===== config.mk =====
export PLATFORM = sky130hd
export DESIGN_NAME = ts_sample_packer
export DESIGN_NICKNAME = d
export VERILOG_FILES = /design/src/rtl/tsp_pkg.sv /design/src/rtl/tsp_timebase.sv /design/src/rtl/tsp_evt_counter.sv /design/src/rtl/tsp_acq_seq.sv /design/src/rtl/ts_sample_packer.sv
export SDC_FILE = /design/constraint.sdc
export NUM_CORES = 1
export LEC_CHECK = 0
export CORE_ASPECT_RATIO = 1.4
export CORE_MARGIN = 2
export CORE_UTILIZATION = 47
export CTS_CLUSTER_DIAMETER = 200
export DETAILED_ROUTE_END_ITERATION = 8
export PLACE_DENSITY_LB_ADDON = 0.2
export SYNTH_ARGS = -nofsm -noshare
export SYNTH_HDL_FRONTEND = slang
export SYNTH_SLANG_ARGS = --single-unit

===== constraint.sdc =====
create_clock -name clk -period 2 [get_ports clk]
set_input_delay 0.4 -clock clk [delete_from_list [all_inputs] [get_ports clk]]
set_output_delay 0.4 -clock clk [all_outputs]
set_load 0.03 [all_outputs]

===== src/rtl/tsp_pkg.sv =====
package tsp_pkg;
   localparam int TS_W   = 32;
   localparam int HALF_W = 32;
   localparam int REC_W  = TS_W + HALF_W;

   typedef enum logic [1:0] {
      ST_IDLE = 2'd0,
      ST_REQ  = 2'd1,
      ST_WAIT = 2'd2
   } acq_state_e;
endpackage


===== src/rtl/tsp_timebase.sv =====
module tsp_timebase #(
   parameter int CLK_PER_US = 50,
   parameter int PERIOD_US  = 1000
) (
   input  logic        clk,
   input  logic        rst_n,
   input  logic        enable,
   output logic [31:0] us_now,
   output logic        trig
);
   localparam int PRE_W = $clog2(CLK_PER_US + 1);
   localparam int PER_W = $clog2(PERIOD_US + 1);

   logic [PRE_W-1:0] pre_q;
   logic [PER_W-1:0] per_q;
   logic             us_tick;

   generate
      if (CLK_PER_US == 1) begin : g_no_pre
         assign us_tick = 1'b1;
         always_ff @(posedge clk or negedge rst_n)
            if (!rst_n) pre_q <= '0;
            else        pre_q <= '0;
      end else begin : g_pre
         assign us_tick = (pre_q == PRE_W'(CLK_PER_US - 1));
         always_ff @(posedge clk or negedge rst_n)
            if (!rst_n)       pre_q <= '0;
            else if (us_tick) pre_q <= '0;
            else              pre_q <= pre_q + 1'b1;
      end
   endgenerate

   always_ff @(posedge clk or negedge rst_n)
      if (!rst_n)       us_now <= '0;
      else if (us_tick) us_now <= us_now + 1'b1;

   assign trig = enable && us_tick && (per_q == PER_W'(PERIOD_US - 1));

   always_ff @(posedge clk or negedge rst_n)
      if (!rst_n)       per_q <= '0;
      else if (!enable) per_q <= '0;
      else if (us_tick) per_q <= (per_q == PER_W'(PERIOD_US - 1)) ? '0 : per_q + 1'b1;
endmodule


===== src/rtl/tsp_evt_counter.sv =====
module tsp_evt_counter #(
   parameter int W        = 16,
   parameter bit SATURATE = 1'b1
) (
   input  logic         clk,
   input  logic         rst_n,
   input  logic         evt,
   output logic [W-1:0] cnt
);
   generate
      if (SATURATE) begin : g_sat
         always_ff @(posedge clk or negedge rst_n)
            if (!rst_n)                  cnt <= '0;
            else if (evt && (cnt != '1)) cnt <= cnt + 1'b1;
      end else begin : g_wrap
         always_ff @(posedge clk or negedge rst_n)
            if (!rst_n)   cnt <= '0;
            else if (evt) cnt <= cnt + 1'b1;
      end
   endgenerate
endmodule


===== src/rtl/tsp_acq_seq.sv =====
module tsp_acq_seq
   import tsp_pkg::*;
#(
   parameter int POS_W     = 24,
   parameter int MAX_RETRY = 8
) (
   input  logic             clk,
   input  logic             rst_n,
   input  logic             acq_en,
   input  logic             trig,
   input  logic             rd_valid,
   input  logic             rd_ok,
   input  logic [POS_W-1:0] rd_pos,
   input  logic [TS_W-1:0]  us_now,
   input  logic             fifo_full,
   output logic             rd_req,
   output logic             fifo_wr,
   output logic [REC_W-1:0] fifo_data,
   output logic             drop_evt,
   output logic             err_evt
);
   localparam int RT_W = $clog2(MAX_RETRY + 1);

   acq_state_e        state_q;
   logic [RT_W-1:0]   retry_q;
   logic              pend_q;
   logic              start;
   logic              take;
   logic              spent;
   logic [HALF_W-1:0] pos_ext;

   always_comb begin
      pos_ext = '0;
      pos_ext[POS_W-1:0] = rd_pos;
   end

   assign start    = acq_en && (trig || pend_q);
   assign take     = (state_q == ST_WAIT) && rd_valid;
   assign spent    = (retry_q == RT_W'(MAX_RETRY));
   assign rd_req   = (state_q == ST_REQ);
   assign drop_evt = take && rd_ok && fifo_full;
   assign err_evt  = take && !rd_ok && spent;

   always_ff @(posedge clk or negedge rst_n)
      if (!rst_n)                            pend_q <= 1'b0;
      else if (!acq_en)                      pend_q <= 1'b0;
      else if (trig && state_q != ST_IDLE)   pend_q <= 1'b1;
      else if (state_q == ST_IDLE && start)  pend_q <= 1'b0;

   always_ff @(posedge clk or negedge rst_n) begin
      if (!rst_n) begin
         state_q   <= ST_IDLE;
         retry_q   <= '0;
         fifo_wr   <= 1'b0;
         fifo_data <= '0;
      end else begin
         fifo_wr <= 1'b0;
         unique case (state_q)
            ST_IDLE: if (start) begin
               state_q <= ST_REQ;
               retry_q <= '0;
            end
            ST_REQ: state_q <= ST_WAIT;
            ST_WAIT: if (rd_valid) begin
               if (rd_ok) begin
                  state_q <= ST_IDLE;
                  if (!fifo_full) begin
                     fifo_wr   <= 1'b1;
                     fifo_data <= {us_now, pos_ext};
                  end
               end else if (!spent) begin
                  retry_q <= retry_q + 1'b1;
                  state_q <= ST_REQ;
               end else begin
                  state_q <= ST_IDLE;
               end
            end
            default: state_q <= ST_IDLE;
         endcase
      end
   end
endmodule


===== src/rtl/ts_sample_packer.sv =====
module ts_sample_packer
   import tsp_pkg::*;
#(
   parameter int CLK_PER_US = 50,
   parameter int PERIOD_US  = 1000,
   parameter int MAX_RETRY  = 8,
   parameter int POS_W      = 24,
   parameter int CNT_W      = 16,
   parameter bit CNT_SAT    = 1'b1
) (
   input  logic             clk,
   input  logic             rst_n,
   input  logic             acq_en,
   output logic             rd_req,
   input  logic             rd_valid,
   input  logic             rd_ok,
   input  logic [POS_W-1:0] rd_pos,
   input  logic             fifo_full,
   output logic             fifo_wr,
   output logic [REC_W-1:0] fifo_data,
   output logic [CNT_W-1:0] drop_cnt,
   output logic [CNT_W-1:0] err_cnt
);
   generate
      if (CLK_PER_US < 1)               begin : g_bad_pre   $error("CLK_PER_US must be at least 1"); end
      if (PERIOD_US < 2)                begin : g_bad_per   $error("PERIOD_US must be at least 2"); end
      if (MAX_RETRY < 1)                begin : g_bad_rt    $error("MAX_RETRY must be at least 1"); end
      if (POS_W < 1 || POS_W > HALF_W)  begin : g_bad_pos   $error("POS_W must fit in one half record"); end
      if (CNT_W < 1)                    begin : g_bad_cnt   $error("CNT_W must be at least 1"); end
   endgenerate

   logic [TS_W-1:0] us_now;
   logic            trig;
   logic            drop_evt;
   logic            err_evt;

   tsp_timebase #(.CLK_PER_US(CLK_PER_US), .PERIOD_US(PERIOD_US)) u_time (
      .clk(clk), .rst_n(rst_n), .enable(acq_en), .us_now(us_now), .trig(trig)
   );

   tsp_acq_seq #(.POS_W(POS_W), .MAX_RETRY(MAX_RETRY)) u_seq (
      .clk(clk), .rst_n(rst_n), .acq_en(acq_en), .trig(trig),
      .rd_valid(rd_valid), .rd_ok(rd_ok), .rd_pos(rd_pos), .us_now(us_now),
      .fifo_full(fifo_full), .rd_req(rd_req), .fifo_wr(fifo_wr),
      .fifo_data(fifo_data), .drop_evt(drop_evt), .err_evt(err_evt)
   );

   tsp_evt_counter #(.W(CNT_W), .SATURATE(CNT_SAT)) u_drop (
      .clk(clk), .rst_n(rst_n), .evt(drop_evt), .cnt(drop_cnt)
   );

   tsp_evt_counter #(.W(CNT_W), .SATURATE(CNT_SAT)) u_err (
      .clk(clk), .rst_n(rst_n), .evt(err_evt), .cnt(err_cnt)
   );
endmodule


==> impl_results.md, run 1 <==
* Setup bufs post-CTS at 0
* PortBufs at between 100 and 150
* Crit path launch type: register
* DRT iter0 DRCs at 132
* CP Data Arrival Time at between 1.5 and 2 ns
* # clock sinks at about 140
* Top post-synthesis cells by area: dfrtp_1 55%, mux2_2 11%, xor2_1 6.1%
* Status: completed
* Pleak at 4.45 nW
* Area delta synth->final at 37.4%
* Synth Instances at 547
* Post-synth cell types at 52
* Worst-path clk slew at roughly 0.060 ns
* CP Data Required Time at between 1.5 and 2 ns
* Largest area contributor in the netlist: dfrtp_1
* RSZ-0062 raised after global routing: yes
* Die ar. at 14800 um2
* CP Max Fanout at 4
* Starting Density at 48.3%
* Most common cell after layout, fill and taps aside: dfrtp_1
* Top_reg_cell synth: dfrtp_1
* Post-Syn Area at ~6500 um2
* DRT Wirelength at 14300 um
* Root Buffer: clkbuf_16
* Power Density at 733 nW/um2
* Post-synth EDFFs at 0
* Setup CP Type: register to output pin
* CP bufs+invs at 1
* Worst stage delay on the critical path at 0.72 ns
* Global-route wire length before repair at ~23000 um
* Cts bufs inserted at 17
* Crit path max-delay cell type: clkdlybuf4s50_1
* GP Congestion at 0.842
* Fin. max-slew vios at 0
* Placed cells at 877
* Max Cap Viol at 0
* Mean Syn Cell Area at 11.9 um2
* Crit-path cells: clkdlybuf4s50_1
* Most frequent cells in the layout: 142 x dfrtp_1, 100 x clkdlybuf4s50_1, 62 x mux2_2
* IO Pins at 128
* Initial DRT Pass Iterations at 4
* Hold Vio Cnt, Final at 0
* Yosys reg bits at approximately 140
* CP top delay family: buffers and inverters
* CORE AREA at 13500 um2
* Share of layout cells above drive strength 1 at 22.4%
* Yosys top cell area share at 55.4%
* NumNets Final at 753
* Die Width at between 100 and 150 um
* FP Rows at 50
* DR WL/cell at 15.7 um
* Clock Tree Buf Depth at 2
* Via Count at approximately 4900
* Initial antenna violation count at 0
* Die Ht at 143 um
* CTS H-tree lvls at 4
* Max_slew headroom at 62.0%
* Remaining global-route overflow at 0
* Post-Layout Cell Count at 910
* Fmax at 0.514 GHz
* Seq/Total Area, Yosys at 55.4%
* Post-route clock period utilization at 97.2%
* DP Worst Slack at -0.276 ns
* Final worst-path setup slack at between 0.05 and 0.06 ns
* Clock Skew at around 0.01 ns
* CTS tree: yes
* Post-synth ARST share at 100%
* Vias in the first global route at 4948
* Least-Margin Pin Slew at 0.566 ns
* Min Tclk post-route at 1.94 ns
* Antenna Cells at 0
* Later-pin clock latency in the skew report at about 0.42 ns
* Largest net degree at the start of global routing at 49
* Final setup viols at 0
* GRT Total Usage at 20.3%
* Post-DP HPWL at ~10000 um
* Worst vdd ir at between 500 and 600 uV
* Crit. End Element: output pin
* Via-per-instance ratio at between 5 and 6
* Ys Warns at 0
* DRT antenna net count at 0
* Type of the tightest min-delay check: input port to asynchronous set/reset pin
* DRC at 0
## report_power, final
part | switching (mW) | internal [mW]
registers | 0.0197 | 2.95
logic | 0.175 | 0.134
clock network | 1.26 | 2.01
## layer usage
layer	track usage [%]	routed length [um]	share of wire, %
met3	5.38	567	4.0
met2	35.0	7650	54
met4	7.41	240	1.7
met5	0	0	0
met1	24.0	5840	41
## path summary, 6_finish.rpt
kind | endpoint | start | cells past startpoint | slack (ns)
max in group asynchronous | u_seq.fifo_data[61]$_DFFE_PN0P_ | rst_n | 3 | 0.88
worst max register to register | u_time.us_now[24]$_DFFE_PN0N_ | u_time.pre_q[1]$_DFF_PN0_ | 7 | 0.09
worst max-delay path | drop_cnt[14] | u_drop.cnt[14]$_DFFE_PN0P_ | 1 | 0.06
worst min-delay path | u_seq.fifo_wr$_DFF_PN0_ | rst_n | 2 | 0.45
min in group clk | u_time.pre_q[0]$_DFF_PN0_ | u_time.pre_q[0]$_DFF_PN0_ | 1 | 0.50
worst min register to register | u_time.pre_q[0]$_DFF_PN0_ | u_time.pre_q[0]$_DFF_PN0_ | 1 | 0.50
## cell families (layout without fill, tap and decap cells)
kind of cell / after synthesis / count (layout) / synth area share (%)
AND/OR/NAND/NOR: 187 / 187 / 16.2
XOR/XNOR: 62 / 62 / 8.35
flip-flops: 144 / 144 / 55.4
adder cells (fa/ha/maj): 8 / 8 / 1.54
buffers and inverters: 41 / 215 / 3.08
AO/OA/AOI/OAI: 41 / 41 / 4.41
other: 1 / 8 / 0.0577
multiplexers: 63 / 63 / 10.9
## repair_timing
item / 4_1_cts / 5_1_grt
gates resized for setup: 4 / 27
setup endpoints to repair: 15 / 32
endpoints found under the hold margin: 34 / 0
hold buffers: 1 / 0
pin swaps: 0 / 1
## flip-flops by register name, indices dropped and copies added, names as in the netlist
signal	count
u_seq.fifo_data	56
u_seq.fifo_wr	1
u_time.pre_q	6
u_time.us_now	32
u_seq.state_q	2
u_seq.pend_q	1
u_time.per_q	10
u_drop.cnt	16
u_seq.retry_q	4
u_err.cnt	16
## cells in the mapped netlist, types with 5 or more instances
master / count
dfrtp_1: 144
mux2_2: 62
xor2_1: 45
nand2_1: 30
nand3_1: 28
nor2_1: 24
nor3_1: 24
nand4_1: 18
inv_1: 17
xnor2_1: 17
nor4_1: 14
buf_4: 8
ha_1: 8
o21ai_0: 8
and3_1: 7
buf_2: 7
a211oi_1: 6
a21oi_1: 5
clkbuf_1: 5
or3_1: 5
## cell type report
type | count | area (um2)
fillers | 1033 | 4520
flip-flops and latches | 144 | 3610
multi-input cells | 369 | 2790
repair buffers | 166 | 1630
clock buffers | 18 | 439
well taps | 182 | 228
clock inverters | 14 | 176
inverters | 17 | 63.8
## metrics by stage
step | utilization (%) | cell area (um2) | TNS [ns] | power [mW] | hold WS, ns
5_1_grt | 66.4 | 8930 | -0.0321 | 6.78 | 0.464
2_1_floorplan | - | 6530 | 0 | 3.15 | 0.104
3_3_place_gp | 61.0 | 8200 | -9.02 | 3.32 | 0.321
6_report | 66.4 | 8930 | 0 | 6.54 | 0.447
4_1_cts | 65.7 | 8830 | 0 | 6.62 | 0.448
3_5_place_dp | 61.0 | 8200 | -11.27 | 3.33 | 0.326
(Power assumes the default switching activity.)
==> inputs of run 2 (changes only) <==
SKIP_CTS_REPAIR_TIMING = 1   (was default)
==> run 2 against run 1 <==
Net effect: design area is essentially flat; die area is the same; clock-buffer cell count is the same; wire length grew 0.22%; sequential cell count is the same; critical endpoint is now err_cnt[9].
==> impl_results.md, run 2 (same netlist as run 1, synthesis figures left out) <==
* Die Width at slightly above 100 um
* Final worst-path setup slack at 0.0486 ns
* Hold Vio Cnt, Final at 0
* Max reg flops at 56
* Worst stage delay on the critical path at a little over 0.7 ns
* Initial antenna violation count at 0
* Min Tclk post-route at 1.95 ns
* Instance count on the critical path at 1
* Max_slew headroom at 62.4%
* Worst vdd ir at between 500 and 600 uV
* IO Pins at 128
* Initial DRT Pass Iterations at 4
* Sw Ratio at 22.3%
* Power Density at 733 nW/um2
* Final setup viols at 0
* CP Data Required Time at roughly 1.6 ns
* Post-DP HPWL at between 10000 and 15000 um
* Fin util at around two thirds
* Root Buffer: clkbuf_16
* Vias in the first global route at around 5000
* Most flops, register: u_seq.fifo_data
* Most frequent cells in the layout: 142 x dfrtp_1, 101 x clkdlybuf4s50_1, 62 x mux2_2
* Internal cell power at 5.09 mW
* CORE AREA at 13500 um2
* Via Count at between 4000 and 5000
* M1 GR Usage at 23.9%
* RR Startpoint: u_time.pre_q[1]$_DFF_PN0_
* Crit path from: u_err.cnt[9]$_DFFE_PN0P_
* Most common cell after layout, fill and taps aside: dfrtp_1
* NumNets Final at 753
* DP Worst Slack at -0.276 ns
* Cts bufs inserted at 17
* # clock sinks at 144
* DRC at 0
* Area delta synth->final at 37.4%
* Critical Path End: err_cnt[9]
* CTS tree: yes
* CP Max Fanout at 4
* Clock Skew at 0.00972 ns
* Crit path max-delay cell type: clkdlybuf4s50_1
* Die ar. at 14800 um2
* Met3 GRT Util at roughly 4.8%
* Fin. max-slew vios at 0
* Worst-path clk slew at 0.06 ns
* Starting Density at 48.3%
* Die Ht at 143 um
* DRT Wirelength at 14300 um
* Crit-path cells: clkdlybuf4s50_1
* Clock power share at 50.0%
* CTS H-tree lvls at 4
* Setup CP Type: register to output pin
* Switch Pwr at 1.46 mW
* CP Data Arrival Time at between 1.5 and 2 ns
* Status: completed
* PortBufs at ~120
* CP bufs+invs at 1
* Crit. End Element: output pin
* Max Cap Viol at 0
* Pleak at 4.46 nW
* Post-route clock period utilization at a little over nine tenths
* Hold Worst Slack at roughly 0.44 ns
* GP Congestion at 0.842
* Fmax at 0.512 GHz
* Share of layout cells above drive strength 1 at 22.4%
* Clock Tree Buf Depth at 2
* Antenna Cells at 0
* Remaining global-route overflow at 0
* Setup slack, reg-to-reg at 0.09 ns
* Later-pin clock latency in the skew report at 0.42 ns
* DRT antenna net count at 0
* Type of the tightest min-delay check: input port to asynchronous set/reset pin
* Least-Margin Pin Slew at around 0.56 ns
* Largest net degree at the start of global routing at 49
* DRT iter0 DRCs at approximately 170
* GR Layer Usage met2 at 35.0%
* DR WL/cell at 15.8 um
* Placed cells at 877
* Reg2reg end: u_time.us_now[24]$_DFFE_PN0N_
* Regs by FF count: u_seq.fifo_data: 56 flops, u_time.us_now: 32 flops
* GRT Total Usage at ~20%
* RSZ-0062 raised after global routing: yes
* Comb pwr share at 4.7%
* Global-route wire length before repair at roughly 23000 um
* Post-Layout Cell Count at 910
* Setup_tns at 0 ns
* Sequential power share at 45.3%
* Via-per-instance ratio at 5.36
* Register-to-Register Path Depth at 7
* FP Rows at 50
* Gr busiest metal: met2
* CP top delay family: buffers and inverters
* Crit path launch type: register
## run 2: changes by cell type in the layout (fill, tap and decap cells not counted), sizes merged
cell and change:
dlygate4sd2 -2, dlymetal6s2s +1, clkdlybuf4s50 +1
## run 2: worst min path at each step
stage                     startpoint                              end  slack (ns)  cells after the start
after floorplan                rst_n        u_drop.cnt[0]$_DFFE_PN0P_        0.10                      0
after global placement         rst_n          u_seq.fifo_wr$_DFF_PN0_        0.32                      1
after detailed placement       rst_n          u_seq.fifo_wr$_DFF_PN0_        0.33                      1
after CTS                      rst_n          u_seq.fifo_wr$_DFF_PN0_       -0.12                      1
after global routing           rst_n  u_seq.fifo_data[52]$_DFFE_PN0P_        0.47                      2
final                          rst_n          u_seq.fifo_wr$_DFF_PN0_        0.44                      2
## run 2: routing by layer
metal	wire (um)	up-vias
met5	0	-
met4	263	0
met3	581	28
met2	7670	120
met1	5830	2446
li1	-	2282
## run 2: through the flow
stage               total power [mW]  area (um2)
global route                    6.78        8930
CTS                             6.62        8820
detailed placement              3.33        8200
finish                          6.55        8930
floorplan                       3.15        6530
global placement                3.32        8200
## run 2: area by class of cell
class	count	area, um2
Fill cell	1032	4520
Sequential cell	144	3610
Multi-Input combinational cell	369	2790
Timing Repair Buffer	166	1630
Clock buffer	18	439
Tap cell	182	228
Clock inverter	14	176
Inverter	17	63.8
## run 2: power groups by stage
stage | clock network [mW] | registers, mW | logic (mW)
final | 3.28 | 2.96 | 0.308
after global routing | 3.47 | 2.97 | 0.340
after detailed placement | 0 | 3.02 | 0.313
after global placement | 0 | 3.02 | 0.306
after floorplan | 0 | 3.07 | 0.0760
after CTS | 3.34 | 2.97 | 0.314
==> inputs of run 3 (changes only) <==
CORE_UTILIZATION = 50   (was 47)
clock period = 2.1 ns   (was 2 ns; I/O delays follow)
==> run 3 against run 2 <==
Net effect: first-iteration DRC count up 28%; die area down 5.8%; wire length down 3.2%; design area down 2.7%; clock skew about the same; final cell count down 4.6%; via count down 2.5%; clock power down 10%; largest cell class unchanged.
==> impl_results.md, run 3 (same netlist as run 1, synthesis figures left out) <==
* Fin. max-slew vios at 0
* Crit path max-delay cell type: clkdlybuf4s50_1
* Clock power share at 48.6%
* Later-pin clock latency in the skew report at about 0.4 ns
* IO Pins at 128
* DRC at 0
* GRT Total Usage at 20.5%
* Type of the tightest min-delay check: register to register
* M1 GR Usage at 23.9%
* Regs by FF count: u_seq.fifo_data: 56 flops, u_time.us_now: 32 flops
* Post-DP HPWL at 9790 um
* Switch Pwr at 1.46 mW
* Clock Tree Buf Depth at 2
* Post-layout power at 6.06 mW
* Root Buffer: clkbuf_16
* Vias in the first global route at 4802
* Least-Margin Pin Slew at 0.695 ns
* Max reg flops at 56
* Die Width at 100 um
* Sw Ratio at about a quarter
* Most common cell after layout, fill and taps aside: dfrtp_1
* Antenna Cells at 0
* Cts bufs inserted at 17
* DRT antenna net count at 0
* Setup CP Type: register to output pin
* CP top delay family: buffers and inverters
* Max Cap Viol at 0
* CP Data Required Time at 1.68 ns
* DR WL/cell at roughly 16 um
* Most frequent cells in the layout: 144 x dfrtp_1, 117 x clkdlybuf4s50_1, 62 x mux2_2
* CTS H-tree lvls at 4
* Gr busiest metal: met2
* Crit-path cells: clkdlybuf4s50_1
* Starting Density at between 50% and 60%
* Final setup viols at 0
* Met3 GRT Util at 5.24%
* Hold Vio Cnt, Final at 0
* Largest net degree at the start of global routing at just under 60
* Crit. End Element: output pin
* # clock sinks at 144
* Min Tclk post-route at 1.99 ns
* Worst-path clk slew at 0.06 ns
* Initial DRT Pass Iterations at 4
* Fmax at between 0.5 and 0.6 GHz
* Die ar. at 13900 um2
* Clock Skew at 0.00947 ns
* Share of layout cells above drive strength 1 at 20.3%
* Die Ht at 139 um
* Comb pwr share at 4.8%
* CP bufs+invs at 1
* Initial antenna violation count at 0
* GR Layer Usage met2 at between 30% and 40%
* Post-route clock period utilization at 94.7%
* Hold Worst Slack at just under 0.5 ns
* CP Data Arrival Time at approximately 1.6 ns
* Via Count at 4756
* Internal cell power at approximately 4.6 mW
* FP Rows at approximately 50
* Sequential power share at 46.6%
* CORE AREA at 12800 um2
* Max_slew headroom at 53.4%
* GP Congestion at around 0.8
* Via-per-instance ratio at 5.48
* Power Density at 697 nW/um2
* CTS tree: yes
* DRT Wirelength at 13900 um
* Crit path launch type: register
* NumNets Final at 740
* DRT iter0 DRCs at 222
* PortBufs at 119
* Global-route wire length before repair at 22900 um
* CP Max Fanout at 6
* Remaining global-route overflow at 0
* Pleak at 4.07 nW
* Status: completed
* Worst stage delay on the critical path at 0.71 ns
* Area delta synth->final at 33.7%
* Worst vdd ir at 553 uV
* Most flops, register: u_seq.fifo_data
-- run 3: cell types whose count changed in the layout (fill, tap and decap cells not counted), sizes merged --
| cell | change |
|---|---|
| dlymetal6s2s | -16 |
| clkbuf | -1 |
| buf | -13 |
| inv | +3 |
| bufinv | -2 |
| clkdlybuf4s50 | +16 |
-- run 3: power groups by stage --
stage / logic, mW / clock network (mW) / registers [mW]
floorplan: 0.0724 / 0 / 2.92
CTS: 0.297 / 2.99 / 2.82
global placement: 0.290 / 0 / 2.87
finish: 0.291 / 2.94 / 2.82
detailed placement: 0.296 / 0 / 2.87
global route: 0.316 / 3.13 / 2.82
-- run 3: worst paths after layout --
kind / end / slack, ns / startpoint / depth (start not counted)
max in group asynchronous: u_time.pre_q[5]$_DFF_PN0_ / 0.98 / rst_n / 3
setup / recovery: drop_cnt[12] / 0.11 / u_drop.cnt[12]$_DFFE_PN0P_ / 1
hold / removal: u_time.us_now[31]$_DFFE_PN0N_ / 0.48 / u_time.us_now[31]$_DFFE_PN0N_ / 1
min in group asynchronous: u_seq.fifo_data[8]$_DFFE_PN0P_ / 0.49 / rst_n / 2
setup reg to reg: u_time.us_now[25]$_DFFE_PN0N_ / 0.12 / u_time.us_now[8]$_DFFE_PN0N_ / 5
hold reg to reg: u_time.us_now[31]$_DFFE_PN0N_ / 0.48 / u_time.us_now[31]$_DFFE_PN0N_ / 1
-- run 3: routing by layer --
layer  wire length, um  up-vias  share of wire [%]
met5                 0        -                  0
li1                  -     2264                  -
met3               544       19                3.9
met1              5760     2372                 41
met4               225        0                1.6
met2              7350      101                 53
-- run 3: area by class of cell --
class,instances,area [um2]
Fill cell,977,4060
Sequential cell,144,3600
Multi-Input combinational cell,369,2750
Timing Repair Buffer,153,1500
Clock buffer,17,425
Tap cell,153,191
Clock inverter,15,153
Inverter,17,63.8
-- run 3: metrics by stage --
step | setup TNS [ns] | util [%] | setup slack (ns) | cell area (um2) | std cells
2_1_floorplan | 0 | - | 0.0732 | 6530 | 554
3_3_place_gp | -0.176 | 63.4 | -0.0315 | 8080 | 835
3_5_place_dp | -1.78 | 63.4 | -0.0976 | 8080 | 835
4_1_cts | -0.556 | 67.9 | -0.134 | 8660 | 867
5_1_grt | -0.00822 | 68.2 | -0.00822 | 8690 | 868
6_report | 0 | 68.2 | 0.111 | 8690 | 868
